### config.mk
export PLATFORM = sky130hd
export DESIGN_NAME = timer16_latched
export DESIGN_NICKNAME = d
export VERILOG_FILES = /design/src/rtl/timer16_pkg.sv /design/src/rtl/timer16_regs.sv /design/src/rtl/timer16_count.sv /design/src/rtl/timer16_event.sv /design/src/rtl/timer16_latched.sv
export SDC_FILE = /design/constraint.sdc
export NUM_CORES = 1
export LEC_CHECK = 0
export CAP_MARGIN = 20
export CORE_AREA = 2 2 59 75
export DETAILED_ROUTE_END_ITERATION = 7
export DIE_AREA = 0 0 61 77
export PLACE_DENSITY = 0.76
export SYNTH_ARGS = -nofsm -noshare
export SYNTH_HDL_FRONTEND = slang
export SYNTH_HIERARCHICAL = 1
export SYNTH_SLANG_ARGS = --single-unit
export TNS_END_PERCENT = 5
### constraint.sdc
create_clock -name clk -period 2.5 [get_ports clk]
set_input_delay 0.5 -clock clk [delete_from_list [all_inputs] [get_ports clk]]
set_output_delay 0.5 -clock clk [all_outputs]
set_load 0.02 [all_outputs]
### src/rtl/timer16_pkg.sv
package timer16_pkg;

    localparam int ADDR_W = 2;

    typedef enum logic [ADDR_W-1:0] {
        REG_CNT_LO = 2'd0,
        REG_CNT_HI = 2'd1,
        REG_LAT_LO = 2'd2,
        REG_LAT_HI = 2'd3
    } reg_sel_e;

    typedef struct packed {
        logic wave_en;
        logic continuous;
    } mode_t;

    typedef struct packed {
        logic lat_lo_we;
        logic lat_hi_we;
        logic load;
        logic flag_clr;
    } bus_evt_t;

    function automatic bus_evt_t decode_bus(logic [ADDR_W-1:0] addr, logic wr, logic rd);
        bus_evt_t e;
        e.lat_lo_we = wr && (addr == REG_CNT_LO || addr == REG_LAT_LO);
        e.lat_hi_we = wr && (addr == REG_CNT_HI || addr == REG_LAT_HI);
        e.load      = wr && (addr == REG_CNT_HI);
        e.flag_clr  = (wr && (addr == REG_CNT_HI || addr == REG_LAT_HI)) ||
                      (rd && addr == REG_CNT_LO);
        return e;
    endfunction

endpackage

### src/rtl/timer16_regs.sv
module timer16_regs
    import timer16_pkg::*;
#(
    parameter int BYTE_W = 8,
    localparam int CNT_W = 2 * BYTE_W
) (
    input  logic              clk,
    input  logic              rst,
    input  logic [ADDR_W-1:0] addr,
    input  logic [BYTE_W-1:0] wdata,
    input  logic              wr,
    input  logic              rd,
    input  logic [CNT_W-1:0]  cnt,
    output logic [CNT_W-1:0]  latch_q,
    output logic [CNT_W-1:0]  load_val,
    output bus_evt_t          evt,
    output logic [BYTE_W-1:0] rdata
);
    logic [BYTE_W-1:0] lat_lo_q;
    logic [BYTE_W-1:0] lat_hi_q;

    assign evt      = decode_bus(addr, wr, rd);
    assign latch_q  = {lat_hi_q, lat_lo_q};
    assign load_val = {wdata, lat_lo_q};

    always_ff @(posedge clk) begin
        if (rst) begin
            lat_lo_q <= '0;
            lat_hi_q <= '0;
        end else begin
            if (evt.lat_lo_we) lat_lo_q <= wdata;
            if (evt.lat_hi_we) lat_hi_q <= wdata;
        end
    end

    always_comb begin
        unique case (reg_sel_e'(addr))
            REG_CNT_LO: rdata = cnt[BYTE_W-1:0];
            REG_CNT_HI: rdata = cnt[CNT_W-1:BYTE_W];
            REG_LAT_LO: rdata = lat_lo_q;
            REG_LAT_HI: rdata = lat_hi_q;
            default:    rdata = '0;
        endcase
    end
endmodule

### src/rtl/timer16_count.sv
module timer16_count #(
    parameter int CNT_W = 16
) (
    input  logic             clk,
    input  logic             rst,
    input  logic             load,
    input  logic [CNT_W-1:0] load_val,
    input  logic [CNT_W-1:0] latch,
    input  logic             continuous,
    input  logic             armed,
    output logic [CNT_W-1:0] cnt_q,
    output logic             reload_pend,
    output logic             zero_hit
);
    logic at_zero;

    assign at_zero  = (cnt_q == '0);
    assign zero_hit = at_zero && !load && !reload_pend && (continuous || armed);

    always_ff @(posedge clk) begin
        if (rst) begin
            cnt_q       <= '0;
            reload_pend <= 1'b0;
        end else if (load) begin
            cnt_q       <= load_val;
            reload_pend <= 1'b0;
        end else if (reload_pend) begin
            cnt_q       <= latch;
            reload_pend <= 1'b0;
        end else begin
            cnt_q       <= cnt_q - 1'b1;
            reload_pend <= at_zero && continuous;
        end
    end
endmodule

### src/rtl/timer16_event.sv
module timer16_event
    import timer16_pkg::*;
(
    input  logic  clk,
    input  logic  rst,
    input  logic  load,
    input  logic  flag_clr,
    input  logic  zero_hit,
    input  mode_t mode,
    input  logic  pin_dir7,
    input  logic  pin_data7,
    output logic  irq_flag,
    output logic  armed,
    output logic  wave_level,
    output logic  pin_out7
);
    always_ff @(posedge clk) begin
        if (rst) begin
            irq_flag   <= 1'b0;
            armed      <= 1'b0;
            wave_level <= 1'b1;
        end else if (load) begin
            irq_flag   <= 1'b0;
            armed      <= 1'b1;
            wave_level <= 1'b0;
        end else if (zero_hit) begin
            irq_flag   <= 1'b1;
            armed      <= 1'b0;
            wave_level <= mode.continuous ? !wave_level : 1'b1;
        end else if (flag_clr) begin
            irq_flag   <= 1'b0;
        end
    end

    assign pin_out7 = (mode.wave_en && pin_dir7) ? wave_level : pin_data7;
endmodule

### src/rtl/timer16_latched.sv
module timer16_latched
    import timer16_pkg::*;
#(
    parameter int BYTE_W = 8
) (
    input  logic              clk,
    input  logic              rst,
    input  logic [1:0]        bus_addr,
    input  logic [BYTE_W-1:0] bus_wdata,
    input  logic              bus_wr,
    input  logic              bus_rd,
    output logic [BYTE_W-1:0] bus_rdata,
    input  logic [1:0]        mode_sel,
    input  logic              pin_dir7,
    input  logic              pin_data7,
    output logic              irq_flag,
    output logic              pin_out7
);
    localparam int CNT_W = 2 * BYTE_W;

    mode_t            mode;
    bus_evt_t         evt;
    logic [CNT_W-1:0] latch_q;
    logic [CNT_W-1:0] load_val;
    logic [CNT_W-1:0] cnt_q;
    logic             reload_pend;
    logic             zero_hit;
    logic             armed;
    logic             wave_level;

    assign mode = mode_t'(mode_sel);

    timer16_regs #(.BYTE_W(BYTE_W)) u_regs (
        .clk      (clk),
        .rst      (rst),
        .addr     (bus_addr),
        .wdata    (bus_wdata),
        .wr       (bus_wr),
        .rd       (bus_rd),
        .cnt      (cnt_q),
        .latch_q  (latch_q),
        .load_val (load_val),
        .evt      (evt),
        .rdata    (bus_rdata)
    );

    timer16_count #(.CNT_W(CNT_W)) u_count (
        .clk         (clk),
        .rst         (rst),
        .load        (evt.load),
        .load_val    (load_val),
        .latch       (latch_q),
        .continuous  (mode.continuous),
        .armed       (armed),
        .cnt_q       (cnt_q),
        .reload_pend (reload_pend),
        .zero_hit    (zero_hit)
    );

    timer16_event u_event (
        .clk        (clk),
        .rst        (rst),
        .load       (evt.load),
        .flag_clr   (evt.flag_clr),
        .zero_hit   (zero_hit),
        .mode       (mode),
        .pin_dir7   (pin_dir7),
        .pin_data7  (pin_data7),
        .irq_flag   (irq_flag),
        .armed      (armed),
        .wave_level (wave_level),
        .pin_out7   (pin_out7)
    );
endmodule

# Word level (Yosys, flattened, before mapping)
# Index checks and enable logic that the tools add are counted.
[classes]
n_eq_ne = 3
muxes = 11
addsub = 1
reduce_logical = 22
[op_table]
columns = ["operator", "n"]
rows = [
  ["$mux 16", 2],
  ["$pmux 8 s4", 1],
  ["$logic_not 16->1", 1],
  ["$sub 16x1->16 const B", 1],
  ["$logic_and 1x1->1", 9],
  ["$mux 1", 8],
  ["$eq 2x2->1 const B", 2],
  ["$logic_or 1x1->1", 4],
  ["$reduce_bool 2->1", 2],
  ["$logic_not 1->1", 3],
  ["$reduce_or 3->1", 1],
  ["$eq 2x1->1 const B", 1],
  ["$logic_not 2->1", 1],
  ["$reduce_or 2->1", 1],
]
[word_totals]
input_bits = 18
out_inout_bits = 10
elab_cells = 44
ff_bits = 36

# Longest topological paths before layout
[logic_depth]
ltp_word = 8
depth_mapped = 9
depth_no_buf = 7

# Modules after synthesis
# The synthesis kept the hierarchy.
[modules_own_cells]
columns = ["module", "n_inst", "area_per_inst_um2", "cells_per_inst", "seq_area_each_um2"]
rows = [
  ["timer16_count", 1, 1046.0, 131, 340.3],
  ["timer16_regs", 1, 893.4, 102, 320.3],
  ["timer16_event", 1, 132.6, 14, 60.1],
]

# Worst setup path after synthesis
# OpenSTA, ideal clock, no wires.
[synth_path]
path_kind = "input to register"
startpoint = "input port bus_addr[0]"
endpoint = "register u_count.cnt_q[14]"
required_time_ns = 2.368
n_path_buf = 3
setup_time_ns = 0.132
arrival_time_ns = 1.868
cell_stages = 9
setup_slack_ns = 0.499
cell_sequence = "buf_6 nand2_1 buf_4 nor2_1 buf_2 clkinv_1 and3_1 a21oi_1 a21oi_1"
[synth_rtl]
columns = ["element", "line", "text"]
rows = [
  ["start, declared", "timer16_latched.sv:8", "input logic [1:0] bus_addr,"],
  ["end signal, assigned", "timer16_count.sv:25", "cnt_q <= load_val;"],
  ["end signal, assigned", "timer16_count.sv:28", "cnt_q <= latch;"],
  ["end signal, assigned", "timer16_count.sv:31", "cnt_q <= cnt_q - 1'b1;"],
  ["end, declared", "timer16_count.sv:11", "output logic [CNT_W-1:0] cnt_q,"],
]

# Worst setup path in the final report
[layout_path]
startpoint = "input port bus_addr[0]"
endpoint = "output port bus_rdata[2]"
[layout_between]
elab_chain_cells = 2
word_cells_on_any_way = 5
classes_between = "3 x eq/ne; 1 x mux; 1 x reduce/logical"
[layout_lines]
columns = ["element", "line", "text"]
rows = [
  ["$eq 2x2->1, or another cell as far along", "timer16_regs.sv:37", "unique case (reg_sel_e'(addr))"],
  ["$pmux 8 s4 (*)", "timer16_regs.sv:37", ""],
  ["end, declared", "timer16_latched.sv:12", "output logic [BYTE_W-1:0] bus_rdata,"],
]
# Every way passes the cells marked *; elsewhere a longest branch is shown, timed or not.

==> results.cfg <==
[outcome]
status = finished, final reports clean

[power_and_ir_drop]
power_density_nw_per_um2 = 812
ir_worst_vdd_v = 0.000488
p_switching_w = 0.000712
intPower_w = 0.00123
seqPwrFrac_pct = 42.8
netSwitchingFraction_pct = 36.7
leakagePower_nw = 0.907
p_total_w = 0.00194
clkPwrFrac_pct = 21.9
p_comb_share_pct = 35.2

[critical_path]
r2r_slack_ns = 0.43
critPathArrivalTime_ns = 1.96
rr_startpoint = u_count/cnt_q[1]
worstSetupEndpoint = bus_rdata[2]
reg2regPathDepth = 7
critical_path.startpoint = bus_addr[0]
crit_fanout = 11
startpoint_type = input pin
worstSetupEndpointType = output pin
worst-endpoint-required_ns = 2.00
critPathKind = input pin to output pin
r2r_end = u_event/wave_level

[cts]
cts.clk_slew.worst_paths_ns = 0.07
cts_tree = built
cts_buffers = 5
clock_path_buffers = 2
root_buffer = clkbuf_8
clk_latency_ns = 0.29
h-tree-depth = 2
clock_sinks = 36
post_cts_buffers = 0

[cells_and_area]
antenna_cells = 0
drive_gt1_share_pct = 15.2
syn_to_final_growth_pct = 15.3
finalNetCount = 282
final_cells = 320

[grt]
grt-ovfl-total = 0
grt_usage_pct = 23.5
grt_pass1_wl_mm = 8.26
grt_pass1_vias = 1707
antenna_found_initial = 0
grt_max_degree = 27

[synthesis]
yosys.area_share.simple_pct = 22.6
syn_area_per_cell_sq_um = 8.39
synth_xor_area_share_pct = 3.80
synth_top_family_by_area = simple AND/OR/NAND/NOR gates
synth-async-reset-ratio_pct = 0
synth_fa_ha_area_share_pct = 0.604
muxShareOfSynthArea_pct = 10.2
synth_ff_type = dfxtp_1
syn_inst = 247
netlist_area_sq_um = 2070
synth_edf_count = 0
synth-compound-area-share_pct = 16.8
synth_seq_cells = 36
synth-warning-count = 6
synth.distinct_cells = 45
ys_seq_area_share_pct = 34.8
synth_nets = 266

[sta]
slew_viol_final = 0
min_period_ns = 2.46
finalHoldViolCount = 0
fmax_mhz = 406
setup-violations-final = 0
rsz0062_at_grt = no
period_share_pct = 98.4
relSlewSlack_pct = 65.1
finClkSkew_ns = 0.00383
worst_slew_pin_slew_ns = 0.523

[floorplan]
fp-row-count = 26
dieWidth_microns = 61
core_region_area_sq_um = 4000
dieArea_sq_um = 4700
die_h_microns = 77
ios = 28
initial_utilization_pct = 51.8

[route]
firstDrtPassIters = 5
via_per_inst = 5.57
wl_mm = 4.93
first_iter_violations = 72
drc = 0
drt.antenna.violating_nets = 0
num_vias = 1781
wl_per_cell_microns = 15.4

[hold_path]
hold_class = flop to flop

[placement]
placedCellCount = 312
dp_hpwl_mm = 3.73
gp_congestion = 0.902
portBuffers = 27

[flow_run]
maxCapViolations = 0
layout make-up:
| type | count | area [sq um] |
|---|---|---|
| clock buffer | 6 | 82.6 |
| clock inverter | 2 | 10.0 |
| fill | 379 | 1610 |
| inverter | 11 | 43.8 |
| multi-input combinational | 171 | 1120 |
| sequential | 36 | 721 |
| tap | 56 | 70.1 |
| timing repair buffer | 38 | 340 |
worst min path at each step:
stage | cells past startpoint | startpoint | endpoint | slack, ns
floorplan | 2 | u_event/armed | u_event/armed | 0.44
global placement | 2 | u_event/armed | u_event/armed | 0.46
detailed placement | 2 | u_event/armed | u_event/armed | 0.47
CTS | 2 | u_regs/lat_hi_q[1] | u_regs/lat_hi_q[1] | 0.48
global route | 2 | u_regs/lat_lo_q[7] | u_regs/lat_lo_q[7] | 0.50
finish | 2 | u_event/armed | u_event/armed | 0.48
sequential cells by signal, indices dropped and copies added (netlist names):
register / flops
u_event/wave_level: 1
u_regs/lat_lo_q: 8
u_count/cnt_q: 16
u_event/armed: 1
u_event/irq_flag: 1
u_regs/lat_hi_q: 8
u_count/reload_pend: 1
placed cells by master (no fill, tap or decap), types with 2 or more instances in the layout:
cell type / netlist / layout
a21oi_1: 25 / 25
a22oi_1: 7 / 7
and3_1: 2 / 2
buf_4: 17 / 10
clkbuf_2: 0 / 5
clkbuf_8: 0 / 6
clkdlybuf4s15_1: 0 / 3
clkdlybuf4s50_1: 0 / 19
clkinv_2: 0 / 2
dfxtp_1: 36 / 36
inv_1: 8 / 8
mux2i_1: 2 / 2
mux4_2: 8 / 8
nand2_1: 50 / 50
nand2b_1: 3 / 3
nand3_1: 3 / 3
nand4b_1: 2 / 2
nor2_1: 16 / 16
nor2b_1: 2 / 2
nor3_1: 3 / 3
nor3b_1: 2 / 2
o211ai_1: 2 / 2
o21ai_0: 7 / 7
o221ai_1: 4 / 4
o22ai_1: 5 / 5
or4_1: 3 / 3
xnor2_1: 2 / 2
xor2_1: 7 / 7
critical path, cell delays in order:
cell,delay (ns)
clkdlybuf4s50_1,0.50
buf_12,0.16
mux4_2,0.50
clkdlybuf4s15_1,0.30
metal layers:
metal / up-vias / wire length [microns] / GRT usage [%] / share of wire, %
met3: 14 / 248 / 5.23 / 5.0
li1: 891 / - / - / -
met5: - / 0 / 0 / 0
met2: 53 / 2400 / 36.9 / 49
met4: 0 / 166 / 10.2 / 3.4
met1: 823 / 2110 / 30.2 / 43
synthesized netlist by cell type, types with 2 or more instances:
| library cell | count | area [sq um] |
|---|---|---|
| nand2_1 | 50 | 188 |
| dfxtp_1 | 36 | 721 |
| a21oi_1 | 25 | 125 |
| buf_4 | 17 | 128 |
| nor2_1 | 16 | 60.1 |
| inv_1 | 8 | 30.0 |
| mux4_2 | 8 | 180 |
| a22oi_1 | 7 | 52.6 |
| o21ai_0 | 7 | 35.0 |
| xor2_1 | 7 | 61.3 |
| clkbuf_1 | 6 | 22.5 |
| buf_2 | 5 | 25.0 |
| o22ai_1 | 5 | 31.3 |
| o221ai_1 | 4 | 35.0 |
| nand2b_1 | 3 | 18.8 |
| nand3_1 | 3 | 15.0 |
| nor3_1 | 3 | 15.0 |
| or4_1 | 3 | 22.5 |
| and3_1 | 2 | 12.5 |
| mux2i_1 | 2 | 20.0 |
| nand4b_1 | 2 | 17.5 |
| nor2b_1 | 2 | 12.5 |
| nor3b_1 | 2 | 15.0 |
| o211ai_1 | 2 | 15.0 |
| xnor2_1 | 2 | 17.5 |
cell families (layout without fill, tap and decap cells):
group	Yosys count	count (layout)
and+or+nand+nor	94	94
AOI/OAI and AO/OA	56	56
adders and majority gates	1	1
muxes	11	11
xor gates and xnor gates	9	9
buffers and inverters	40	57
DFF	36	36
power by group through the flow:
stage	clock network [W]	registers, W	logic (W)
2_1_floorplan	0	0.000793	0.000529
3_3_place_gp	0	0.000839	0.000680
3_5_place_dp	0	0.000844	0.000688
4_1_cts	0.000434	0.000830	0.000678
5_1_grt	0.000463	0.000849	0.000747
6_report	0.000425	0.000831	0.000682
through the flow:
step	setup TNS [ns]	hold slack (ns)	util, %	area [sq um]	worst slack (ns)
CTS	0	0.481	60.2	2410	0.00212
floorplan	0	0.441	-	2070	0.499
detailed placement	-1.74	0.471	58.0	2320	-0.238
global placement	-1.69	0.461	58.0	2320	-0.223
global route	0	0.498	59.7	2390	0.000810
finish	0	0.477	59.7	2390	0.0389
what timing repair did:
item / in CTS / in global routing
setup endpoints to repair: 8 / 8
hold buffers: 0 / 0
resized for setup: 11 / 10
pin swaps: 0 / 0
(Power assumes the default switching activity.)
